--- src/rtl/ilk_pkg.sv ---
package ilk_pkg;
  // Comparator layout: consumers (sources) by producers
  localparam int N_SRC   = 2;
  localparam int N_PROD  = 4;
  localparam int PRD_EX  = 0;  // add/subtract result in execute
  localparam int PRD_WB  = 1;  // add/subtract result in writeback
  localparam int PRD_MEX = 2;  // multiply still executing
  localparam int PRD_MWB = 3;  // multiply result in writeback

  typedef struct packed {
    logic raw;   // read-after-write on any producer
    logic waw;   // write-after-write against the long multiply
    logic busy;  // multiply unit occupied
  } hz_flags_t;
endpackage

--- src/rtl/ilk_id_match.sv ---
module ilk_id_match #(
  parameter int REG_W = 5
) (
  input  logic             prod_vld,
  input  logic [REG_W-1:0] prod_id,
  input  logic [REG_W-1:0] cons_id,
  output logic             hit
);
  // Register 0 and empty producers never match
  always_comb hit = prod_vld && (prod_id != '0) && (prod_id == cons_id);
endmodule

--- src/rtl/ilk_mul_track.sv ---
module ilk_mul_track #(
  parameter int REG_W   = 5,
  parameter int MUL_LAT = 6,
  localparam int CNT_W  = $clog2(MUL_LAT + 1)
) (
  input  logic             clk,
  input  logic             rst_n,
  input  logic             issue,
  input  logic [REG_W-1:0] issue_dst,
  output logic [CNT_W-1:0] cnt,
  output logic [REG_W-1:0] dst,
  output logic             busy,
  output logic             wb_vld
);
  logic [CNT_W-1:0] cnt_q, cnt_d;
  logic [REG_W-1:0] dst_q;
  logic             wb_q, wb_d;
  logic             cnt_en;

  always_comb begin
    cnt_d  = cnt_q;
    wb_d   = 1'b0;
    cnt_en = issue || (cnt_q != '0);
    if (issue) begin
      cnt_d = CNT_W'(MUL_LAT);
    end else if (cnt_q != '0) begin
      cnt_d = cnt_q - 1'b1;
      wb_d  = (cnt_q == CNT_W'(1));
    end
  end

  always_ff @(posedge clk or negedge rst_n) begin
    if (!rst_n) begin
      cnt_q <= '0;
      dst_q <= '0;
      wb_q  <= 1'b0;
    end else begin
      if (cnt_en) cnt_q <= cnt_d;
      if (issue)  dst_q <= issue_dst;
      wb_q <= wb_d;
    end
  end

  assign cnt    = cnt_q;
  assign dst    = dst_q;
  assign busy   = (cnt_q != '0);
  assign wb_vld = wb_q;
endmodule

--- src/rtl/pipe_interlock.sv ---
module pipe_interlock #(
  parameter int REG_W   = 5,
  parameter int MUL_LAT = 6,
  parameter int ALU_LAT = 1
) (
  input  logic             clk,
  input  logic             rst_n,
  input  logic             rr_valid,
  input  logic             rr_is_mul,
  input  logic [REG_W-1:0] rr_src_a,
  input  logic [REG_W-1:0] rr_src_b,
  input  logic [REG_W-1:0] rr_dst,
  input  logic             ex_valid,
  input  logic [REG_W-1:0] ex_dst,
  input  logic             wb_valid,
  input  logic [REG_W-1:0] wb_dst,
  output logic             hold_fetch,
  output logic             hold_decode,
  output logic             hold_regread,
  output logic             ex_bubble
);
  import ilk_pkg::*;
  localparam int CNT_W = $clog2(MUL_LAT + 1);

  logic [CNT_W-1:0]        mul_cnt;
  logic [REG_W-1:0]        mul_dst;
  logic                    mul_busy, mul_wb, mul_issue;
  logic                    waw_window, waw_hit;
  logic [N_PROD-1:0]       prod_vld;
  logic [REG_W-1:0]        prod_id [N_PROD];
  logic [REG_W-1:0]        src_id  [N_SRC];
  logic [N_SRC*N_PROD-1:0] raw_hit;
  hz_flags_t               hz;
  logic                    stall;

  // Producer table
  always_comb begin
    prod_vld[PRD_EX]  = ex_valid;   prod_id[PRD_EX]  = ex_dst;
    prod_vld[PRD_WB]  = wb_valid;   prod_id[PRD_WB]  = wb_dst;
    prod_vld[PRD_MEX] = mul_busy;   prod_id[PRD_MEX] = mul_dst;
    prod_vld[PRD_MWB] = mul_wb;     prod_id[PRD_MWB] = mul_dst;
    src_id[0] = rr_src_a;
    src_id[1] = rr_src_b;
  end

  // Read-after-write comparators: every source against every producer
  for (genvar s = 0; s < N_SRC; s++) begin : g_src
    for (genvar p = 0; p < N_PROD; p++) begin : g_prod
      ilk_id_match #(.REG_W(REG_W)) u_raw (
        .prod_vld (prod_vld[p]),
        .prod_id  (prod_id[p]),
        .cons_id  (src_id[s]),
        .hit      (raw_hit[s*N_PROD+p])
      );
    end
  end

  // Write-after-write only while the multiply outlasts a single-cycle op
  assign waw_window = mul_busy && (mul_cnt > CNT_W'(ALU_LAT));

  ilk_id_match #(.REG_W(REG_W)) u_waw (
    .prod_vld (waw_window),
    .prod_id  (mul_dst),
    .cons_id  (rr_dst),
    .hit      (waw_hit)
  );

  always_comb begin
    hz.raw  = |raw_hit;
    hz.waw  = waw_hit;
    hz.busy = rr_is_mul && mul_busy;
    stall   = rr_valid && (hz.raw || hz.waw || hz.busy);
    mul_issue = rr_valid && rr_is_mul && !stall;
  end

  ilk_mul_track #(.REG_W(REG_W), .MUL_LAT(MUL_LAT)) u_mul (
    .clk       (clk),
    .rst_n     (rst_n),
    .issue     (mul_issue),
    .issue_dst (rr_dst),
    .cnt       (mul_cnt),
    .dst       (mul_dst),
    .busy      (mul_busy),
    .wb_vld    (mul_wb)
  );

  assign hold_fetch   = stall;
  assign hold_decode  = stall;
  assign hold_regread = stall;
  assign ex_bubble    = stall;
endmodule

--- config.mk ---
export PLATFORM = sky130hd
export DESIGN_NAME = pipe_interlock
export DESIGN_NICKNAME = d
export VERILOG_FILES = /design/src/rtl/ilk_pkg.sv /design/src/rtl/ilk_id_match.sv /design/src/rtl/ilk_mul_track.sv /design/src/rtl/pipe_interlock.sv
export SDC_FILE = /design/constraint.sdc
export NUM_CORES = 1
export LEC_CHECK = 0
export BUFFER_PORTS_ARGS = -buffer_cell sky130_fd_sc_hd__buf_2
export CAP_MARGIN = 20
export CORE_ASPECT_RATIO = 0.75
export CORE_MARGIN = 2
export CORE_UTILIZATION = 48
export DETAILED_ROUTE_END_ITERATION = 8
export GPL_ROUTABILITY_DRIVEN = 0
export PLACE_DENSITY_LB_ADDON = 0.08
export SYNTH_ARGS = -nofsm -noshare
export SYNTH_HDL_FRONTEND = slang
export SYNTH_SLANG_ARGS = --single-unit
--- constraint.sdc ---
create_clock -name clk -period 2.45 [get_ports clk]
set_input_delay 0.1225 -clock clk [delete_from_list [all_inputs] [get_ports clk]]
set_output_delay 0.1225 -clock clk [all_outputs]
set_load 0.05 [all_outputs]
==> impl_results.md <==
- Flops & latches, synth: 9
- Reg power frac: 0.331
- Largest area contributor in the netlist: xor2_1
- Global Route Usage Sum: 0.2045
- Highest metal used: met4
- Routed vias: 816
- Layout area overhead: 24.76%
- Leak pwr: 0.5486 nW
- Pint: 0.0005180 W
- Hold_sp: rr_dst[4]
- Hold Fails Final Rpt: 0
- Clock power frac: 0.125
- Unique masters post-synth: 26
- Max Cap Viol: 0
- Required time of the critical path: 2330 ps
- Worst VDD drop: 0.0005931 V
- First-pass GRT wire length: 3.332 mm
- CP max FO: 5
- Seq/Total Area, Yosys: 0.2462
- CP cell instances: or4_1 > nor2_1 > nor4_1 > a221oi_2 > a21boi_2 > buf_2
- PortBufs: 34
- Syn Inst Count: 99
- Most common cell after layout, fill and taps aside: buf_2
- Total global routing overflow: 0
- Clock Sinks: 9
- Reg-to-reg startpoint: u_mul.dst[0]
- CTS H-tree depth: 1
- Power density cells: 845.0 nW/um^2
- Syn Std Cell Area: 914.6 sq um
- Num CTS Buffers: 3
- Met2 Wirelength: 886 microns
- Placement Rows: 13
- Setup TNS: 0 ps
- I/O pins: 35
- CP max stage cell: or4_1
- Largest net degree at the start of global routing: 10
- CP bufs+invs: 1
- Wire per inst: 13.32 microns
- Synth area leaders: xor2_1 30%, dfrtp_1 25%, mux2_1 6.2%
- Worst-Margin Slew: 360.1 ps
- Delay-heaviest family, CP: simple AND/OR/NAND/NOR gates
- Combinational Power Share: 0.544
- Hold crit path type: primary input to flop
- Crit path capture type: output pin
- Layout filler cell count: 171
- Die width: 54.41 microns
- Max stage delay on crit path: 540 ps
- Drt drc: 0
- 1st-iter DRT viols: 15
- Clk slew on worst S/H paths: 70 ps
- R2r setup slk: 210 ps
- Initial antenna violation count: 0
- Kind of critical path: flop to output pin
- Syn_nets: 133
- Max Slew Vio Count: 0
- Worst flop-to-flop path endpoint: u_mul.dst[2]
- Most frequent cells in the layout: 34 x buf_2, 31 x xor2_1, 9 x dfrtp_1, 8 x nor2_1, 7 x nor3_1
- Arrival time worst endpoint: 2130 ps
- Wl on met1: 1.075 mm
- Postcts setup bufs: 0
- Routed Wire Length: 2.091 mm
- Hold path cells: 2
- Via density per instance: 5.197
- Reg2reg path depth: 6
- Initial Util: 0.5207
- Core area: 1757 sq um
- Root buffer cell: clkbuf_4
- Vias in the first global route: 770
- Syn. warnings: 0
- Share of cells above drive strength 1: 0.3185
- Metal3 WL: 122 microns
- Hold Path Sink: u_mul.dst[4]
- RSZ-0062 raised after global routing: false
- Die ar.: 2274 sq um
- Avg Cell Area, Syn: 9.239 sq um
- Status: completed
- Final worst path period need: 2252 ps
- DRT antenna net count: 0
- Worst Hold Slack: 86.42 ps
- Die Span Y: 41.81 microns
- Fmax: 444.1 MHz
- TritonCTS clock tree: built
- Top cell type's share of synthesized area: 0.2969
- CP startpoint kind: flop
- Fin nets: 170
- Skew-Pair Late Insertion Delay: 270 ps
- Final period util: 0.9190
- Sw power: 0.0004462 W
- Max_slew headroom: 0.7599
- Post-detail-place hpwl: 1.764 mm
- Max clock buf depth: 2
- # diodes: 0
- # setup viols final: 0
- DR pass1 iterations: 4
- Final clock skew: 5.186 ps
- Switching fraction of total power: 0.4628
==> power by group through the flow <==
| stage | Combinational (W) | Clock [W] | Sequential, W |
|---|---|---|---|
| after detailed placement | 0.000516 | 0 | 0.000322 |
| after floorplan | 0.000424 | 0 | 0.000299 |
| final | 0.000524 | 0.000120 | 0.000320 |
| after global placement | 0.000513 | 0 | 0.000314 |
| after CTS | 0.000521 | 0.000125 | 0.000320 |
| after global routing | 0.000584 | 0.000129 | 0.000334 |
==> cell usage after synthesis <==
cell,number
ha_1,3
clkbuf_1,1
a2111oi_4,1
o21ai_0,4
a21boi_0,1
and2_1,1
a21oi_2,1
a211oi_1,1
nand2b_1,2
a211o_1,1
dfrtp_1,9
inv_1,2
buf_4,3
a22oi_1,2
nor2_1,8
nand3_1,2
nor2b_1,1
a221oi_1,1
xor2_1,31
xnor2_1,5
o22ai_1,1
nor4_1,1
nor3_1,7
mux2_1,5
nand2_1,2
or4_1,3
==> final cells by class <==
cell class	count	area (sq um)	share of cell area
Multi-Input combinational cell	84	665.6	0.5833
Sequential cell	9	225.2	0.1974
Timing Repair Buffer	36	187.7	0.1645
Tap cell	22	27.53	0.02412
Clock buffer	3	22.52	0.01974
Inverter	2	7.507	0.006579
Clock inverter	1	5.005	0.004386
==> worst max-delay path by stage <==
stage,start,endpoint,depth (start not counted)
6_report,u_mul.dst[0],ex_bubble,6
5_1_grt,u_mul.dst[1],hold_fetch,7
4_1_cts,u_mul.dst[0],ex_bubble,6
3_5_place_dp,u_mul.dst[0],u_mul.dst[2],6
3_3_place_gp,u_mul.dst[0],u_mul.dst[0],6
2_1_floorplan,u_mul.dst[1],hold_decode,7
==> routing by layer <==
metal,track usage,up-vias
met5,0,-
met4,0.04500,0
met3,0.06475,2
met2,0.2988,26
met1,0.2911,377
li1,-,411
==> state kept, by name, indices dropped and copies added, names as in the netlist <==
name / flops
u_mul.dst: 5
u_mul.cnt: 3
u_mul.wb_vld: 1
==> logic make-up after synthesis <==
family / synth area share
xor+xnor: 0.3447
buf+inv: 0.03693
mux: 0.06156
fa+ha+maj: 0.04104
compound gates: 0.1204
flops: 0.2462
simple gates: 0.1491
==> repair_timing <==
item                                    in CTS  in global routing
hold buffers                                 1                  0
resized for setup                            0                  1
endpoints found under the setup margin       0                  4
endpoints found under the hold margin        9                  0
==> stage by stage <==
| stage | total power [W] | util | instance area [sq um] | std cells | worst slack (ps) |
|---|---|---|---|---|---|
| 2_1_floorplan | 0.0007231 | - | 918.4 | 99 | 283.2 |
| 3_3_place_gp | 0.0008274 | 0.6246 | 1097 | 152 | 276.5 |
| 3_5_place_dp | 0.0008389 | 0.6246 | 1097 | 152 | 211.4 |
| 4_1_cts | 0.0009653 | 0.6460 | 1135 | 157 | 90.49 |
| 5_1_grt | 0.001046 | 0.6496 | 1141 | 157 | 77.64 |
| 6_report | 0.0009642 | 0.6496 | 1141 | 157 | 198.5 |
Note: power is estimated with default switching activity, not from simulation.
